## config.mk

```make
export PLATFORM = sky130hd
export DESIGN_NAME = stby_wake_seq
export DESIGN_NICKNAME = d
export VERILOG_FILES = /design/src/rtl/sbw_pkg.sv /design/src/rtl/sbw_sync.sv /design/src/rtl/sbw_stab_timer.sv /design/src/rtl/stby_wake_seq.sv
export SDC_FILE = /design/constraint.sdc
export NUM_CORES = 1
export LEC_CHECK = 0
export CAP_MARGIN = 20
export CORE_MARGIN = 5
export CORE_UTILIZATION = 44
export DETAILED_ROUTE_END_ITERATION = 7
export PLACE_DENSITY = 0.71
export SLEW_MARGIN = 20
export SYNTH_ARGS = -nofsm -noshare
export SYNTH_HDL_FRONTEND = slang
export SYNTH_SLANG_ARGS = --single-unit
```

## constraint.sdc

```tcl
create_clock -name clk_i -period 4.15 [get_ports clk_i]
set_input_delay 0.6225 -clock clk_i [delete_from_list [all_inputs] [get_ports clk_i]]
set_output_delay 0.6225 -clock clk_i [all_outputs]
set_load 0.05 [all_outputs]
```

## src/rtl/sbw_pkg.sv

```systemverilog
package sbw_pkg;
  typedef enum logic [2:0] {
    ST_HSTBY = 3'd0,
    ST_HWAIT = 3'd1,
    ST_RUN   = 3'd2,
    ST_STOP  = 3'd3,
    ST_SWAIT = 3'd4
  } sbw_state_e;
endpackage

```

## src/rtl/sbw_sync.sv

```systemverilog
module sbw_sync #(
  parameter int STAGES = 2
) (
  input  logic clk_i,
  input  logic arst_ni,
  output logic q_o
);
  logic [STAGES-1:0] sr_q;

  always_ff @(posedge clk_i or negedge arst_ni) begin
    if (!arst_ni) sr_q <= '0;
    else          sr_q <= {sr_q[STAGES-2:0], 1'b1};
  end

  assign q_o = sr_q[STAGES-1];
endmodule

```

## src/rtl/sbw_stab_timer.sv

```systemverilog
module sbw_stab_timer #(
  parameter int CNT_W = 17
) (
  input  logic             clk_i,
  input  logic             rst_ni,
  input  logic             run_i,
  input  logic [CNT_W-1:0] limit_i,
  output logic             done_o
);
  logic [CNT_W-1:0] cnt_q;

  // cleared whenever idle, so every wait starts from zero
  always_ff @(posedge clk_i or negedge rst_ni) begin
    if (!rst_ni)     cnt_q <= '0;
    else if (!run_i) cnt_q <= '0;
    else             cnt_q <= cnt_q + 1'b1;
  end

  assign done_o = run_i && (cnt_q == limit_i - 1'b1);
endmodule

```

## src/rtl/stby_wake_seq.sv

```systemverilog
module stby_wake_seq
  import sbw_pkg::*;
#(
  parameter int IRQ_W          = 3,
  parameter int WAIT_BASE_LOG2 = 4,
  parameter int WAIT_STEP_LOG2 = 4,
  parameter int SUB_WAIT_CYC   = 64,
  parameter int SYNC_STAGES    = 2
) (
  input  logic             clk_i,
  input  logic             rst_ni,
  input  logic             hst_ni,
  input  logic             stop_req_i,
  input  logic             sub_mode_i,
  input  logic             ext_rst_i,
  input  logic [IRQ_W-1:0] irq_lvl_i,
  input  logic             irq_accept_i,
  input  logic [1:0]       wait_sel_i,
  output logic             main_osc_en_o,
  output logic             sub_osc_en_o,
  output logic             io_hiz_o,
  output logic             reg_clr_o,
  output logic             int_rst_o,
  output logic             wake_valid_o,
  output logic             wake_take_irq_o
);
  localparam int CNT_W = WAIT_BASE_LOG2 + 3 * WAIT_STEP_LOG2 + 1;
  localparam logic [IRQ_W-1:0] LVL_NONE = '1;
  localparam logic [CNT_W-1:0] SUB_LEN = CNT_W'(SUB_WAIT_CYC);

  function automatic logic [CNT_W-1:0] main_len(input logic [1:0] sel);
    return CNT_W'(1) << (WAIT_BASE_LOG2 + WAIT_STEP_LOG2 * int'(sel));
  endfunction

  sbw_state_e       state_q, state_d;
  logic [CNT_W-1:0] lim_q;
  logic             sub_q, cause_rst_q;
  logic             wake_vld_q, take_q, rst_pls_q;
  logic             hst_ok, timer_run, timer_done, wake_evt;
  logic             sync_arst_n;

  assign sync_arst_n = rst_ni & hst_ni;

  sbw_sync #(.STAGES(SYNC_STAGES)) i_sync (
    .clk_i  (clk_i),
    .arst_ni(sync_arst_n),
    .q_o    (hst_ok)
  );

  assign timer_run = (state_q == ST_HWAIT) || (state_q == ST_SWAIT);

  sbw_stab_timer #(.CNT_W(CNT_W)) i_timer (
    .clk_i  (clk_i),
    .rst_ni (rst_ni),
    .run_i  (timer_run),
    .limit_i(lim_q),
    .done_o (timer_done)
  );

  assign wake_evt = ext_rst_i || (irq_lvl_i != LVL_NONE);

  always_comb begin
    state_d = state_q;
    unique case (state_q)
      ST_HSTBY: if (hst_ok) state_d = ST_HWAIT;
      ST_HWAIT: if (timer_done) state_d = ST_RUN;
      ST_RUN:   if (!ext_rst_i && stop_req_i) state_d = ST_STOP;
      ST_STOP:  if (wake_evt) state_d = ST_SWAIT;
      ST_SWAIT: if (timer_done) state_d = ST_RUN;
      default:  state_d = ST_HSTBY;
    endcase
    if (!hst_ok) state_d = ST_HSTBY;
  end

  always_ff @(posedge clk_i or negedge rst_ni) begin
    if (!rst_ni) begin
      state_q     <= ST_HSTBY;
      lim_q       <= '0;
      sub_q       <= 1'b0;
      cause_rst_q <= 1'b0;
      wake_vld_q  <= 1'b0;
      take_q      <= 1'b0;
      rst_pls_q   <= 1'b0;
    end else begin
      state_q    <= state_d;
      wake_vld_q <= 1'b0;
      take_q     <= 1'b0;
      rst_pls_q  <= 1'b0;
      if (state_q == ST_HSTBY && state_d == ST_HWAIT) lim_q <= main_len(wait_sel_i);
      if (state_q == ST_RUN && state_d == ST_STOP) begin
        sub_q <= sub_mode_i;
        lim_q <= sub_mode_i ? SUB_LEN : main_len(wait_sel_i);
      end
      if (state_q == ST_RUN && state_d == ST_RUN && ext_rst_i) rst_pls_q <= 1'b1;
      if (state_q == ST_STOP && state_d == ST_SWAIT) cause_rst_q <= ext_rst_i;
      if (state_q == ST_SWAIT && state_d == ST_RUN) begin
        if (cause_rst_q) rst_pls_q <= 1'b1;
        else begin
          wake_vld_q <= 1'b1;
          take_q     <= irq_accept_i;
        end
      end
    end
  end

  // raw pin gates outputs so standby needs no clock edge
  assign main_osc_en_o   = hst_ni && (state_q != ST_HSTBY) && (state_q != ST_STOP);
  assign sub_osc_en_o    = hst_ni && (state_q != ST_HSTBY) && !(state_q == ST_STOP && sub_q);
  assign io_hiz_o        = !hst_ni || (state_q == ST_HSTBY);
  assign reg_clr_o       = !hst_ni || (state_q == ST_HSTBY);
  assign int_rst_o       = !hst_ni || (state_q == ST_HSTBY) || (state_q == ST_HWAIT) || rst_pls_q;
  assign wake_valid_o    = wake_vld_q;
  assign wake_take_irq_o = take_q;
endmodule

```

Yosys cells after proc, flatten, opt, wreduce, memory -nomap -nowiden
Index checks and enable logic that the tools add are counted.
Operators by class
  add/sub/neg operators: 3
  equal/unequal tests: 11
  shift operators: 1
  muxes and demuxes: 16
  bitwise gates (word level): 1
  reductions and logical operators: 24
Operators by type and width (number)
  2-to-1 mux 17 bit: 4
  adder 17 x 1 -> 17 bit, second input constant: 1
  equality test 17 bit: 1
  << shifter 1 x 5 -> 17 bit, first input constant: 1
  subtractor 17 x 1 -> 17 bit, second input constant: 1
  equality test 3 x 2 -> 1 bit, second input constant: 4
  logical AND 1 bit: 12
  2-to-1 mux 3 bit: 4
  case mux 3 bit (4 select lines): 1
  2-to-1 mux 1 bit: 7
  equality test 3 x 1 -> 1 bit, second input constant: 2
  equality test 3 bit, second input constant: 2
  adder 3 x 4 -> 5 bit, first input constant: 1
  logical OR 1 bit: 5
  logical NOT 1 bit: 3
  logical NOT 3 bit: 1
  != test 3 x 2 -> 1 bit, second input constant: 1
  != test 3 bit, second input constant: 1
  nonzero test 3 bit: 1
  nonzero test 2 bit: 1
  OR reduction 2 bit: 1
  AND 1 bit: 1
Storage, ports and cells
  bits in registers: 44
  input port bits: 12

Logic depth before layout (Yosys ltp)
  depth in word-level cells: 12
  mapped depth: 7
  depth with buffers taken out: 7

Modules after synthesis
Synthesis repeated with hierarchy kept, for this count alone.
Unflattened totals
  cells, all modules: 223
  area, all modules: 2195.9 µm²
By module, submodules not included
  sbw_stab_timer: instances 1, cells each 147, area each 1360.1 µm², seq. area each 425.4 µm²
  stby_wake_seq: instances 1, cells each 73, area each 782.0 µm², seq. area each 350.3 µm²
  sbw_sync: instances 1, cells each 3, area each 53.8 µm², seq. area each 50.0 µm²

Worst setup path after synthesis
No wires, ideal clock.
  kind: register to output
  start: register state_q[1]
  end: output sub_osc_en_o
  arrival: 2.601 ns
  required time: 3.527 ns
  path slack: 0.927 ns
  cell stages (with the launch flop): 4
  path buffers: 1
  path through: dfrtp_1 clkbuf_1 o31ai_1 o21bai_1
On the way
  cells in the longest elaborated chain, start to end: 4
RTL lines
  from (decl): RTL line stby_wake_seq.sv:35  | sbw_state_e state_q, state_d;
  from (signal assigned): RTL line stby_wake_seq.sv:85  | state_q <= state_d;
  equality test 3 x 2 -> 1 bit: RTL line stby_wake_seq.sv:108  | assign sub_osc_en_o = hst_ni && (state_q != ST_HSTBY) && !(state_q == ST_STOP && sub_q);
  logical AND 1 bit: RTL line stby_wake_seq.sv:108
  logical NOT 1 bit: RTL line stby_wake_seq.sv:108
  logical AND 1 bit *: RTL line stby_wake_seq.sv:108
  to (decl): RTL line stby_wake_seq.sv:20  | output logic sub_osc_en_o,
Mark *: on every way between the ends. The rest lies on a longest branch, timed or not.

Worst setup path after layout
  start: input hst_ni
  end: output sub_osc_en_o
On the way
  cells in the longest elaborated chain, start to end: 2
RTL lines
  from (decl): RTL line stby_wake_seq.sv:12  | input logic hst_ni,
  logical AND 1 bit (2 in series): RTL line stby_wake_seq.sv:108
Every way passes these cells.

==> results.json <==
{
  "postCtsHoldBufs": 0,
  "ios": 19,
  "maxCapViolCount": 0,
  "finalSetupViolations": 0,
  "path_max_fanout": 4,
  "worstPathRequired_ps": 3530,
  "dieArea_sq_um": 5580,
  "min_path_type": "reg2reg",
  "setup_tns_ps": 0,
  "antenna_found_initial": 0,
  "diodes": 0,
  "preCtsSetupSlack_ps": 1280,
  "cts_root_buf": "clkbuf_8",
  "layout_commonest_cell": "dfrtp_1",
  "min_to": "i_sync.sr_q[1]",
  "path_clk_slew_ps": 60,
  "wirelength_mm": 3.43,
  "die_w_um": 74.7,
  "drc": 0,
  "netSwitchingPower_w": 0.000170,
  "slowest_delay_ps": 820,
  "min_from": "i_sync.sr_q[0]",
  "synth_edf_count": 0,
  "rr_startpoint": "lim_q[0]",
  "slew_headroom_pct": 52.9,
  "ir_worst_vdd_v": 0.000226,
  "timing.rr.end": "rst_pls_q",
  "worst_pin_slew_ps": 701,
  "period_share_pct": 68.8,
  "fin_ws_ps": 1290,
  "crit_path_end_kind": "output pin",
  "gr-total-overflow": 0,
  "final_cell_mix": "33 x dfrtp_1, 20 x nor2_1, 18 x clkdlybuf4s50_1",
  "grt_pass1_vias": 1304,
  "cts_tree": "done",
  "leakagePower_nw": 0.909,
  "critPathKind": "in2out",
  "syn_nets": 200,
  "worst-path-buf-inv": 2,
  "syn2layout_area_growth_pct": 16.5,
  "ant_nets": 0,
  "clock_skew_ps": 5.03,
  "cp.arrival_ps": 2230,
  "synth_cell_types": 51,
  "hold_ws_ps": 368,
  "dp_hpwl_mm": 2.51,
  "holdPathStages": 0,
  "yosysTopAreaCellShare_pct": 44.9,
  "initial_core_util_pct": 45.7,
  "power.density_nw_per_um2": 307,
  "clkPwrFrac_pct": 34.6,
  "internal_power_w": 0.000488,
  "rsz0062_at_grt": "false",
  "crit_chain": "clkdlybuf4s50_1, o31ai_1, o21bai_1, clkdlybuf4s50_1",
  "synthArstFlopShare_pct": 100,
  "grt_usage_pct": 14.2,
  "final_hold_viol_count": 0,
  "outcome": "finished, final reports clean",
  "rows": 23,
  "htree_levels": 2,
  "synth_warnings": 0,
  "synth_largest_area_cell": "dfrtp_1",
  "finalMaxSlewViolations": 0,
  "cp-start-kind": "primary input",
  "rr_worst_depth": 7,
  "postCtsSetupRepairBufs": 0,
  "wire_per_inst_um": 13.4,
  "fmax_ghz": 0.350,
  "insertion_delay_ps": 280,
  "grt_max_degree": 33,
  "avgViaCountPerCell": 5.37,
  "seqPwrFrac_pct": 51.9,
  "yosysSeqAreaShare_pct": 44.9,
  "avgSynthCellArea_sq_um": 9.90,
  "die_h_um": 74.7,
  "first_iter_violations": 136,
  "post-route-min-period_ps": 2860,
  "io_buffers": 18,
  "cts_resized": 0,
  "cp-startpoint": "hst_ni",
  "cp_top_family": "buffers and inverters",
  "comb_power_share_pct": 13.5,
  "synth_area_sq_um": 1840,
  "r2r_slack_ps": 2080,
  "synth.area.top_cells": "dfrtp_1 45%, xor2_1 5.7%, nor2_1 4.1%",
  "core_sq_um": 4030,
  "drt_first_pass_iters": 4,
  "synth_flop_cell": "dfrtp_1",
  "crit_path_frequent_cell": "clkdlybuf4s50_1",
  "gp_congestion": 0.784,
  "synth_cells": 186,
  "drive_above_1_share_pct": 9.18,
  "fin_nets": 220,
  "dr_total_vias": 1380,
  "clock_sinks": 33,
  "cts_made_buffers": 5,
  "clock_path_buffers": 2,
  "ys_seq_elements": 33,
  "swShare_pct": 25.8,
  "grt_first_pass_wirelength_mm": 6.02,
  "slowest_stage": "clkdlybuf4s50_1"
}
==> power by group through the flow <==
stage	logic (W)	clock network, W	registers, W
2_1_floorplan	0.0000617	0	0.000343
3_3_place_gp	0.0000885	0	0.000347
3_5_place_dp	0.0000897	0	0.000347
4_1_cts	0.0000899	0.000234	0.000341
5_1_grt	0.0000981	0.000253	0.000342
6_report	0.0000888	0.000228	0.000341
==> sequential cells by signal (all words and copies together) (netlist names) <==
name and cells:
cause_rst_q 1, i_sync.sr_q 2, i_timer.cnt_q 17, lim_q 6, rst_pls_q 1, state_q 3
sub_q 1, wake_take_irq_o 1, wake_valid_o 1
==> cells by family (layout without fill, tap and decap cells) <==
logic type / count (synthesis) / count (layout) / synth area share (%)
muxes: 6 / 6 / 3.40
xor gates and xnor gates: 20 / 20 / 9.52
DFF: 33 / 33 / 44.9
buffers and inverters: 13 / 34 / 2.99
and+or+nand+nor: 79 / 79 / 23.5
other: 1 / 1 / 0.204
AOI/OAI and AO/OA: 32 / 32 / 14.1
adders and majority gates: 2 / 2 / 1.36
==> per-stage QoR <==
step / total power [W] / cell area (sq um) / cells / util, %
2_1_floorplan: 0.000405 / 1840 / 186 / -
4_1_cts: 0.000664 / 2140 / 257 / 53.2
3_5_place_dp: 0.000436 / 2060 / 249 / 51.2
6_report: 0.000657 / 2140 / 257 / 53.2
3_3_place_gp: 0.000435 / 2060 / 249 / 51.2
5_1_grt: 0.000693 / 2140 / 257 / 53.2
==> cell type report <==
| class | count | area [sq um] |
|---|---|---|
| fillers | 378 | 1880 |
| multi-input cells | 140 | 960 |
| flip-flops and latches | 33 | 826 |
| repair buffers | 19 | 188 |
| clock buffers | 6 | 72.6 |
| well taps | 50 | 62.6 |
| inverters | 7 | 26.3 |
| clock inverters | 2 | 10.0 |
==> per-layer routing <==
layer	part of all wire [%]	vias up	global-route usage, %
li1	-	693	-
met1	49	666	19.8
met2	46	15	20.4
met3	3.6	6	4.41
met4	1.3	0	5.93
met5	0	-	0
==> synthesized netlist by cell type, types with 4 or more instances <==
cell type,n
a21oi_1,7
and2_1,5
and3_1,5
dfrtp_1,33
inv_1,7
mux2i_1,4
nand2_1,13
nand3_1,7
nor2_1,20
nor3_1,4
o21ai_0,4
xnor2_1,8
xor2_1,12
==> how the worst max path moves through the flow <==
stage	endpoint	slack (ps)	cells past startpoint
global placement	sub_osc_en_o	1330	4
finish	sub_osc_en_o	1290	4
detailed placement	sub_osc_en_o	1280	4
CTS	sub_osc_en_o	1280	4
floorplan	sub_osc_en_o	930	3
global route	sub_osc_en_o	1200	4
==> worst register-to-register path: stages (launching register included) <==
cell       delay, ps
dfrtp_1          430
inv_1            100
ha_1             180
nor4b_1          330
mux2i_1          180
a2111oi_4        270
o2111ai_2        250
a211oi_2         250
(Power assumes the default switching activity.)
